==> src/rtl/oat_pkg.sv <==
package oat_pkg;
  localparam int unsigned NPASS_W = 6;
  localparam int unsigned TYPE_W  = 4;
  localparam logic [TYPE_W-1:0] TYPE_MEM = 4'h2;
  localparam logic [TYPE_W-1:0] TYPE_IO  = 4'h6;

  typedef enum logic [1:0] {
    W_ADDR0 = 2'd0,
    W_ADDR1 = 2'd1,
    W_DESC0 = 2'd2,
    W_DESC1 = 2'd3
  } word_e;

  typedef struct packed {
    logic [NPASS_W-1:0] npass;
    logic [23:0]        lo;
    logic [31:0]        hi;
    logic [TYPE_W-1:0]  ty;
    logic               a0_ok;
    logic               d0_ok;
  } region_t;
endpackage

==> src/rtl/oat_wr_check.sv <==
module oat_wr_check
  import oat_pkg::*;
#(
  parameter int unsigned NUM_REGIONS = 33,
  parameter int unsigned SMALL_LOG2  = 20,
  parameter int unsigned BIG_LOG2    = 25,
  parameter int unsigned RIDX_W      = 6,
  parameter int unsigned WA_W        = 11
) (
  input  logic               wr_en_i,
  input  logic [WA_W-1:0]    wr_addr_i,
  input  logic [NPASS_W-1:0] npass_i,
  input  logic               desc_en_i,
  input  logic [TYPE_W-1:0]  ty_i,
  output logic               we_o,
  output logic               reject_o,
  output logic [RIDX_W-1:0]  rsel_o,
  output word_e              word_o
);
  localparam logic [NPASS_W-1:0] LIM_BIG   = NPASS_W'(BIG_LOG2 - 1);
  localparam logic [NPASS_W-1:0] LIM_SMALL = NPASS_W'(SMALL_LOG2 - 1);
  localparam logic [NPASS_W-1:0] MIN_N     = NPASS_W'(7);

  logic in_range, aligned, word_ok, n_ok, d_ok, data_ok;
  logic [NPASS_W-1:0] lim;

  always_comb begin
    rsel_o   = wr_addr_i[WA_W-1:5];
    word_o   = word_e'(wr_addr_i[3:2]);
    in_range = 32'(rsel_o) < NUM_REGIONS;
    aligned  = (wr_addr_i[1:0] == 2'b00);
    word_ok  = !wr_addr_i[4];
    lim      = (rsel_o == '0) ? LIM_BIG : LIM_SMALL;
    n_ok     = (npass_i >= MIN_N) && (npass_i <= lim);
    d_ok     = desc_en_i && ((ty_i == TYPE_MEM) || (ty_i == TYPE_IO));
    case (word_o)
      W_ADDR0: data_ok = n_ok;
      W_DESC0: data_ok = d_ok;
      default: data_ok = 1'b1;
    endcase
    we_o     = wr_en_i && in_range && aligned && word_ok && data_ok;
    reject_o = wr_en_i && !(in_range && aligned && word_ok && data_ok);
  end
endmodule

==> src/rtl/oat_table.sv <==
module oat_table
  import oat_pkg::*;
#(
  parameter int unsigned NUM_REGIONS = 33,
  parameter int unsigned RIDX_W      = 6
) (
  input  logic                         clk_i,
  input  logic                         rst_ni,
  input  logic                         we_i,
  input  logic [RIDX_W-1:0]            rsel_i,
  input  word_e                        word_i,
  input  logic [31:0]                  data_i,
  output region_t [NUM_REGIONS-1:0]    tbl_o
);
  for (genvar g = 0; g < NUM_REGIONS; g++) begin : g_region
    always_ff @(posedge clk_i or negedge rst_ni) begin
      if (!rst_ni) begin
        tbl_o[g] <= '0;
      end else if (we_i && rsel_i == RIDX_W'(g)) begin
        case (word_i)
          W_ADDR0: begin
            tbl_o[g].npass <= data_i[NPASS_W-1:0];
            tbl_o[g].lo    <= data_i[31:8];
            tbl_o[g].a0_ok <= 1'b1;
          end
          W_ADDR1: tbl_o[g].hi <= data_i;
          W_DESC0: begin
            tbl_o[g].ty    <= data_i[TYPE_W-1:0];
            tbl_o[g].d0_ok <= 1'b1;
          end
          default: ;
        endcase
      end
    end
  end
endmodule

==> src/rtl/oat_lookup.sv <==
module oat_lookup
  import oat_pkg::*;
#(
  parameter int unsigned NUM_REGIONS = 33,
  parameter int unsigned SMALL_LOG2  = 20,
  parameter int unsigned BIG_LOG2    = 25,
  parameter int unsigned AXI_AW      = 26,
  parameter int unsigned RIDX_W      = 6
) (
  input  logic                      clk_i,
  input  logic                      rst_ni,
  input  region_t [NUM_REGIONS-1:0] tbl_i,
  input  logic                      lk_valid_i,
  input  logic [AXI_AW-1:0]         lk_addr_i,
  output logic                      xl_valid_o,
  output logic                      xl_miss_o,
  output logic [63:0]               xl_addr_o,
  output logic [TYPE_W-1:0]         xl_type_o
);
  logic [RIDX_W-1:0] rsel;
  region_t           ent;
  logic              hit;
  logic [6:0]        sh;
  logic [63:0]       mask, base, xl;

  always_comb begin
    rsel = lk_addr_i[AXI_AW-1]
         ? RIDX_W'(lk_addr_i[BIG_LOG2-1:SMALL_LOG2]) + RIDX_W'(1)
         : '0;
    ent  = tbl_i[rsel];
    hit  = ent.a0_ok && ent.d0_ok;
    sh   = {1'b0, ent.npass} + 7'd1;
    mask = (64'd1 << sh) - 64'd1;
    base = {ent.hi, ent.lo, 8'h00};
    xl   = (64'(lk_addr_i) & mask) | (base & ~mask);
  end

  always_ff @(posedge clk_i or negedge rst_ni) begin
    if (!rst_ni) begin
      xl_valid_o <= 1'b0;
      xl_miss_o  <= 1'b0;
      xl_addr_o  <= '0;
      xl_type_o  <= '0;
    end else begin
      xl_valid_o <= lk_valid_i && hit;
      xl_miss_o  <= lk_valid_i && !hit;
      xl_addr_o  <= (lk_valid_i && hit) ? xl : '0;
      xl_type_o  <= (lk_valid_i && hit) ? ent.ty : '0;
    end
  end
endmodule

==> src/rtl/oat_xlate.sv <==
module oat_xlate
  import oat_pkg::*;
#(
  parameter int unsigned SMALL_LOG2  = 20,
  parameter int unsigned SMALL_IDX_W = 5,
  localparam int unsigned NUM_REGIONS = (1 << SMALL_IDX_W) + 1,
  localparam int unsigned BIG_LOG2    = SMALL_LOG2 + SMALL_IDX_W,
  localparam int unsigned AXI_AW      = BIG_LOG2 + 1,
  localparam int unsigned RIDX_W      = $clog2(NUM_REGIONS),
  localparam int unsigned WA_W        = RIDX_W + 5
) (
  input  logic              clk_i,
  input  logic              rst_ni,
  input  logic              wr_en_i,
  input  logic [WA_W-1:0]   wr_addr_i,
  input  logic [31:0]       wr_data_i,
  output logic              wr_err_o,
  input  logic              lk_valid_i,
  input  logic [AXI_AW-1:0] lk_addr_i,
  output logic              xl_valid_o,
  output logic              xl_miss_o,
  output logic [63:0]       xl_addr_o,
  output logic [3:0]        xl_type_o
);
  logic                      we, reject;
  logic [RIDX_W-1:0]         rsel;
  word_e                     word;
  region_t [NUM_REGIONS-1:0] tbl;

  oat_wr_check #(
    .NUM_REGIONS(NUM_REGIONS), .SMALL_LOG2(SMALL_LOG2), .BIG_LOG2(BIG_LOG2),
    .RIDX_W(RIDX_W), .WA_W(WA_W)
  ) u_check (
    .wr_en_i  (wr_en_i),
    .wr_addr_i(wr_addr_i),
    .npass_i  (wr_data_i[NPASS_W-1:0]),
    .desc_en_i(wr_data_i[23]),
    .ty_i     (wr_data_i[TYPE_W-1:0]),
    .we_o     (we),
    .reject_o (reject),
    .rsel_o   (rsel),
    .word_o   (word)
  );

  oat_table #(.NUM_REGIONS(NUM_REGIONS), .RIDX_W(RIDX_W)) u_table (
    .clk_i (clk_i),
    .rst_ni(rst_ni),
    .we_i  (we),
    .rsel_i(rsel),
    .word_i(word),
    .data_i(wr_data_i),
    .tbl_o (tbl)
  );

  oat_lookup #(
    .NUM_REGIONS(NUM_REGIONS), .SMALL_LOG2(SMALL_LOG2), .BIG_LOG2(BIG_LOG2),
    .AXI_AW(AXI_AW), .RIDX_W(RIDX_W)
  ) u_lookup (
    .clk_i     (clk_i),
    .rst_ni    (rst_ni),
    .tbl_i     (tbl),
    .lk_valid_i(lk_valid_i),
    .lk_addr_i (lk_addr_i),
    .xl_valid_o(xl_valid_o),
    .xl_miss_o (xl_miss_o),
    .xl_addr_o (xl_addr_o),
    .xl_type_o (xl_type_o)
  );

  always_ff @(posedge clk_i or negedge rst_ni) begin
    if (!rst_ni) wr_err_o <= 1'b0;
    else         wr_err_o <= reject;
  end
endmodule

==> config.mk <==
export PLATFORM = sky130hd
export DESIGN_NAME = oat_xlate
export DESIGN_NICKNAME = d
export VERILOG_FILES = /design/src/rtl/oat_pkg.sv /design/src/rtl/oat_wr_check.sv /design/src/rtl/oat_table.sv /design/src/rtl/oat_lookup.sv /design/src/rtl/oat_xlate.sv
export SDC_FILE = /design/constraint.sdc
export NUM_CORES = 2
export LEC_CHECK = 0
export BUFFER_PORTS_ARGS = -buffer_cell sky130_fd_sc_hd__buf_2
export CORE_UTILIZATION = 28
export CTS_CLUSTER_DIAMETER = 60
export DETAILED_ROUTE_END_ITERATION = 8
export GPL_ROUTABILITY_DRIVEN = 0
export SYNTH_ARGS = -nofsm -noshare
export SYNTH_HDL_FRONTEND = slang
export SYNTH_SLANG_ARGS = --single-unit
==> constraint.sdc <==
create_clock -name clk_i -period 4.49 [get_ports clk_i]
set_clock_uncertainty 0.05 [all_clocks]
set_input_delay 0.898 -clock clk_i [delete_from_list [all_inputs] [get_ports clk_i]]
set_output_delay 0.898 -clock clk_i [all_outputs]
set_load 0.02 [all_outputs]
-- Word level (Yosys, flattened, before mapping)
Index checks and enable logic that the tools add are counted.
- register bits after elaboration: 2315
- bits in latches: 0
- RAM bits: 0
- memory bits (read-only): 0
- input port bits: 73
- memories kept: 0
- add/subtract/negate cells: 3
- multipliers: 0
- divide/modulo/power cells: 0
- magnitude comparators: 4
- equality and inequality tests: 36
- shift-type cells: 1
- mux-type cells: 7
- bitwise gates (word level): 4
- reduce and logical (&&, ||, !) cells: 152
- operator list (kind ; number):
    68-bit binary-select mux with 6-bit select ; 1
    2-bit AND reduction ; 99
    6-bit by 5-bit == test with 1-bit output, second input constant ; 16
    68-bit 2-to-1 mux ; 1
    26-bit by 64-bit bitwise AND with 64-bit output ; 1
    64-bit bitwise AND ; 1
    64-bit 2-to-1 mux ; 1
    64-bit inverter ; 1
    64-bit OR ; 1
    1-bit by 7-bit << shifter with 64-bit output, first input constant ; 1
    64-bit by 1-bit subtractor with 64-bit output, second input constant ; 1
    6-bit by 4-bit == test with 1-bit output, second input constant ; 8
    1-bit logical AND ; 46
    6-bit by 3-bit == test with 1-bit output, second input constant ; 4
    6-bit by 2-bit == test with 1-bit output, second input constant ; 2
    4-bit 2-to-1 mux ; 2
    6-bit by 1-bit adder with 7-bit output, second input constant ; 1
    6-bit by 7-bit < comparator with 1-bit output, second input constant ; 1
    5-bit by 1-bit adder with 6-bit output, second input constant ; 1
    6-bit by 1-bit == test with 1-bit output, second input constant ; 1
    6-bit == test, second input constant ; 1
    6-bit by 3-bit >= comparator with 1-bit output, second input constant ; 1
    6-bit less-or-equal comparator ; 1
    6-bit zero test ; 1
    other kinds (10) ; 13

-- Logic depth before layout (Yosys ltp)
- depth after elaboration: 11
- gate-level depth with buffers: 20
- gate-level depth less buffers: 16

-- Modules after synthesis
Synthesis repeated with hierarchy kept, for this count alone.
- cells, all modules: 7826
- area, all modules: 107120.2 sq um
- by module, submodules not included (module ; times used ; cells an instance ; area an instance (sq um) ; sequential area each (sq um)):
    oat_table ; 1 ; 5094 ; 83954.3 ; 56153.9
    oat_lookup ; 1 ; 2700 ; 22909.5 ; 1751.7
    oat_wr_check ; 1 ; 31 ; 231.5 ; 0.0
    oat_xlate ; 1 ; 1 ; 25.0 ; 25.0

-- Worst setup path after synthesis
No wires, ideal clock.
- path type: in2reg
- from: input port lk_addr_i[20]
- to: register u_lookup.xl_addr_o[10]
- library setup time: 0.132 ns
- arrival: 4.401 ns
- slack: -0.093 ns
- stages: 18
- buffers on the path: 3
- cells stage by stage: ha_1 > buf_2 > inv_1 > clkbuf_1 > a22o_1 > a221oi_1 > a211o_1 > a21oi_1 > a211oi_2 > nand2_1 > nor3_2 > inv_1 > ha_1 > buf_2 > o41a_1 > o22ai_1 > mux2i_1 > nor2_1
- word-level cells in the longest chain between the ends: 11
- ends and longest elaborated chain (what ; line ; source):
    start, declared ; oat_xlate.sv:19 ; input logic [AXI_AW-1:0] lk_addr_i,
    5-bit by 1-bit adder with 6-bit output * ; oat_lookup.sv:28 ; ? RIDX_W'(lk_addr_i[BIG_LOG2-1:SMALL_LOG2]) + RIDX_W'(1)
    6-bit 2-to-1 mux * ; oat_lookup.sv:28 ;
    68-bit binary-select mux with 6-bit select * ; oat_lookup.sv:30 ; ent = tbl_i[rsel];
    68-bit 2-to-1 mux (not written as such) * ; oat_lookup.sv:30 ;
    6-bit by 1-bit adder with 7-bit output ; oat_lookup.sv:32 ; sh = {1'b0, ent.npass} + 7'd1;
    1-bit by 7-bit << shifter with 64-bit output ; oat_lookup.sv:33 ; mask = (64'd1 << sh) - 64'd1;
    64-bit by 1-bit subtractor with 64-bit output ; oat_lookup.sv:33 ;
    64-bit inverter ; oat_lookup.sv:35 ; xl = (64'(lk_addr_i) & mask) | (base & ~mask);
    64-bit bitwise AND ; oat_lookup.sv:35 ;
    64-bit OR ; oat_lookup.sv:35 ;
    64-bit 2-to-1 mux * ; oat_lookup.sv:47 ; xl_addr_o <= (lk_valid_i && hit) ? xl : '0;
    end signal, assigned ; oat_lookup.sv:47 ;
    end, declared ; oat_lookup.sv:17 ; output logic [63:0] xl_addr_o,
Every way passes the cells marked *; elsewhere a longest branch is shown, timed or not. The select of a mux whose other input is x is not followed.
A chain may end at the register's enable or synchronous reset.

-- Worst setup path in the final report
- from: input port lk_addr_i[21]
- to: register u_lookup.xl_addr_o[28]
Same word-level chain as after synthesis.

==> run metrics <==
Num CTS Buffers 238; DRC violation count after routing 0; Tmin final 4.445 ns; CTS Buffer Depth 4; Rows 223; Pwr Density 361.4 nW/um^2; routed len/inst 26.57 um; ys async rst share 100.0%; top cell type's share of synthesized area 55.45%; Die H 612.8 um; drt initial violations 6524; clk slew on worst S/H paths 0.06 ns; drt first pass iters 8; global-route wire length before repair 510.6 mm; Post-CTS Setup Bufs 0; Worst-Margin Slew 1.411 ns; switching share of total power 24.43%; R2R setup slack 0.55 ns; final setup vio count 0; layout cells sized above 1 46.03%; Mapped Nets 7635; max_cap viols 0; Critical Path, Cell by Cell buf_2 > ha_1 > buf_4 > xor2_4 > buf_4 > buf_4 > mux2i_1 > a221o_1 > a31oi_1 > buf_4 > a211oi_4 > nand3_1 > nor3_2 > buf_4 > inv_1 > ha_1 > o31ai_2 > o21ai_0 > a2111oi_1; Gate Count Post-Synth 7557; initial core utilization 28.22%; CTS Sinks 2315; Comb pwr share 7.9%; nature of the critical path startpoint primary input; CP Data Arrival Time 5.12 ns; design area 125500 um^2; pin count of the biggest net entering global routing 168; H-tree depth 4; DRT antenna net count 0; Core ar. 370300 um^2; Seq cells post-synth 2315; Leak Pwr 59.55 nW; WP buf/inv 7; WS Path Type in -> reg; Seq/Total Area, Yosys 55.45%; Area Growth Syn to Fin 20.11%; Worst-Skew Late Latency 0.92 ns; crit-path max FO 8; largest cells by area after synthesis dfrtp_1 (55%), mux2_2 (22%), mux4_2 (6.6%); Top delay family on crit path compound AO/OA/AOI/OAI gates; Vias/cell 5.355; Placed Area 117300 um^2; Critical Path RT 5.17 ns; total gr overflow 0; Synth warnings 0; peak supply drop 0.3486 mV; Slew HR 5.939%; initial antenna violation count 28; crit path capture type register; Port Buffer Count 143; Syn Area/Cell 13.82 um^2; I/O pin cnt 144; cell internal pwr 34.27 mW; Cell Area, Synth 104500 um^2; Netlist cell types 87; RSZ-0062 raised after global routing no; Hold WC Path Type in -> reg; nets 8023; Fill cells 35620; total power 45.35 mW; Seq pwr share 46.3%; die area 375600 um^2; EDFF count, synth 0; max-slew violations 0; HPWL after DPL 227.5 mm; most frequently used flop master after synthesis dfrtp_1; Final Hold Fails 0; final period utilization 98.99%; cell repeated most along the worst path buf_4; CP max stage cell a2111oi_1; WL final 347.8 mm; die width 612.8 um; achievable frequency 225.0 MHz; CTS tree built; GRT Total Usage 18.22%; vias in the first global route 73180; Synth area leader dfrtp_1; status finished, final reports clean; Clk pwr share 45.8%; final hold slack 0.1555 ns; Vias 70100; crit-path max cell delay 0.69 ns; Root Driver clkbuf_16; switching power total 11.08 mW
-- final timing paths --
kind,from,end,depth (start not counted)
max in group asynchronous,rst_ni,u_table.tbl_o[1358],4
min in group asynchronous,rst_ni,u_table.tbl_o[1654],2
worst min register to register,u_table.tbl_o[273],u_table.tbl_o[273],1
worst min-delay path,lk_addr_i[0],u_lookup.xl_addr_o[0],2
worst max-delay path,lk_addr_i[21],u_lookup.xl_addr_o[28],19
worst max register to register,u_table.tbl_o[1628],u_lookup.xl_addr_o[28],15
-- power groups by stage --
stage,clock network [mW],logic [mW],registers [mW]
floorplan,0,1.54,21.4
CTS,21.1,3.59,21.0
detailed placement,0,3.58,21.4
finish,20.8,3.60,21.0
global route,22.0,3.81,21.0
global placement,0,3.54,21.4
-- registers in the layout, summed over array words and instances, names as in the netlist --
name                 count
u_lookup.xl_miss_o       1
u_lookup.xl_addr_o      64
u_lookup.xl_type_o       4
u_lookup.xl_valid_o      1
wr_err_o                 1
u_table.tbl_o         2244
-- cells by family (layout without fill, tap and decap cells) --
family                     after synthesis  after routing  synth area share [%]
muxes                                 2461           2461                 29.67
DFF                                   2315           2315                 55.45
AOI/OAI and AO/OA                     1061           1061                 7.416
and+or+nand+nor                        912            912                 4.273
buffers and inverters                  786           1360                 2.974
xor gates and xnor gates                16             16                0.1557
adders and majority gates                5              5               0.05988
other                                    1             11              0.003589
-- synthesized netlist by cell type (9+ instances only) --
cell type,count
nand3_1,68
mux4_2,307
nor3_1,106
buf_2,83
mux2_2,2010
a22oi_1,80
and3_1,14
inv_1,9
a311oi_1,21
a31oi_1,10
or2_2,20
nor2_1,101
buf_1,179
o22ai_1,10
nor4_1,14
a21oi_1,133
clkbuf_1,505
dfrtp_1,2315
o21ai_0,194
a32oi_1,115
nor2b_1,33
and2_1,90
o311ai_0,54
o211ai_1,23
a221oi_1,197
xnor2_1,10
nand2b_1,93
mux2i_1,142
a211oi_1,152
nand2_1,339
-- cell usage in the layout (no fill, tap or decap), types with 99 or more instances in the layout --
| cell type | netlist | routed |
|---|---|---|
| buf_12 | 0 | 222 |
| a32oi_1 | 115 | 115 |
| mux2_2 | 2010 | 2009 |
| a21oi_1 | 133 | 133 |
| o21ai_0 | 194 | 194 |
| dfrtp_1 | 2315 | 2315 |
| mux4_2 | 307 | 307 |
| nor2_1 | 101 | 99 |
| a211oi_1 | 152 | 152 |
| clkbuf_16 | 0 | 240 |
| buf_2 | 83 | 140 |
| buf_4 | 2 | 559 |
| a221oi_1 | 197 | 197 |
| nand2_1 | 339 | 284 |
| mux2i_1 | 142 | 141 |
-- area by class of cell --
class,count,area [um^2],share of cell area [%]
clock inverter,76,1107,0.8824
tap,4950,6193,4.936
inverter,11,48.80,0.03889
multi-input combinational,4456,43740,34.86
timing repair buffer,923,9366,7.464
antenna,10,25.02,0.01994
sequential,2315,57930,46.17
clock buffer,350,7069,5.634
-- routing by layer --
layer  part of all wire, %  track usage, %  vias up
met5                 0.020               0        -
met4                   4.4           7.486       12
met3                   6.8           3.376      756
met2                    46           29.09     2732
met1                    42           24.30    37690
li1                      -               -    28910
-- stage by stage --
stage | utilization (%) | instances | worst slack (ns) | setup TNS [ns]
5_1_grt | 33.89 | 13090 | 0.09585 | 0
3_5_place_dp | 31.67 | 12650 | -0.8126 | -44.78
6_report | 33.89 | 13090 | 0.04519 | 0
2_1_floorplan | - | 7557 | 0.007329 | 0
3_3_place_gp | 31.67 | 12650 | -0.8530 | -184.36
4_1_cts | 33.88 | 13080 | 0.1538 | 0
-- timing repair --
action                                 in CTS  in global routing
hold buffers                                1                  0
gates resized for setup                     0                  1
setup endpoints to repair                   0                  1
endpoints found under the hold margin       5                  0
Note: power is estimated with default switching activity, not from simulation.
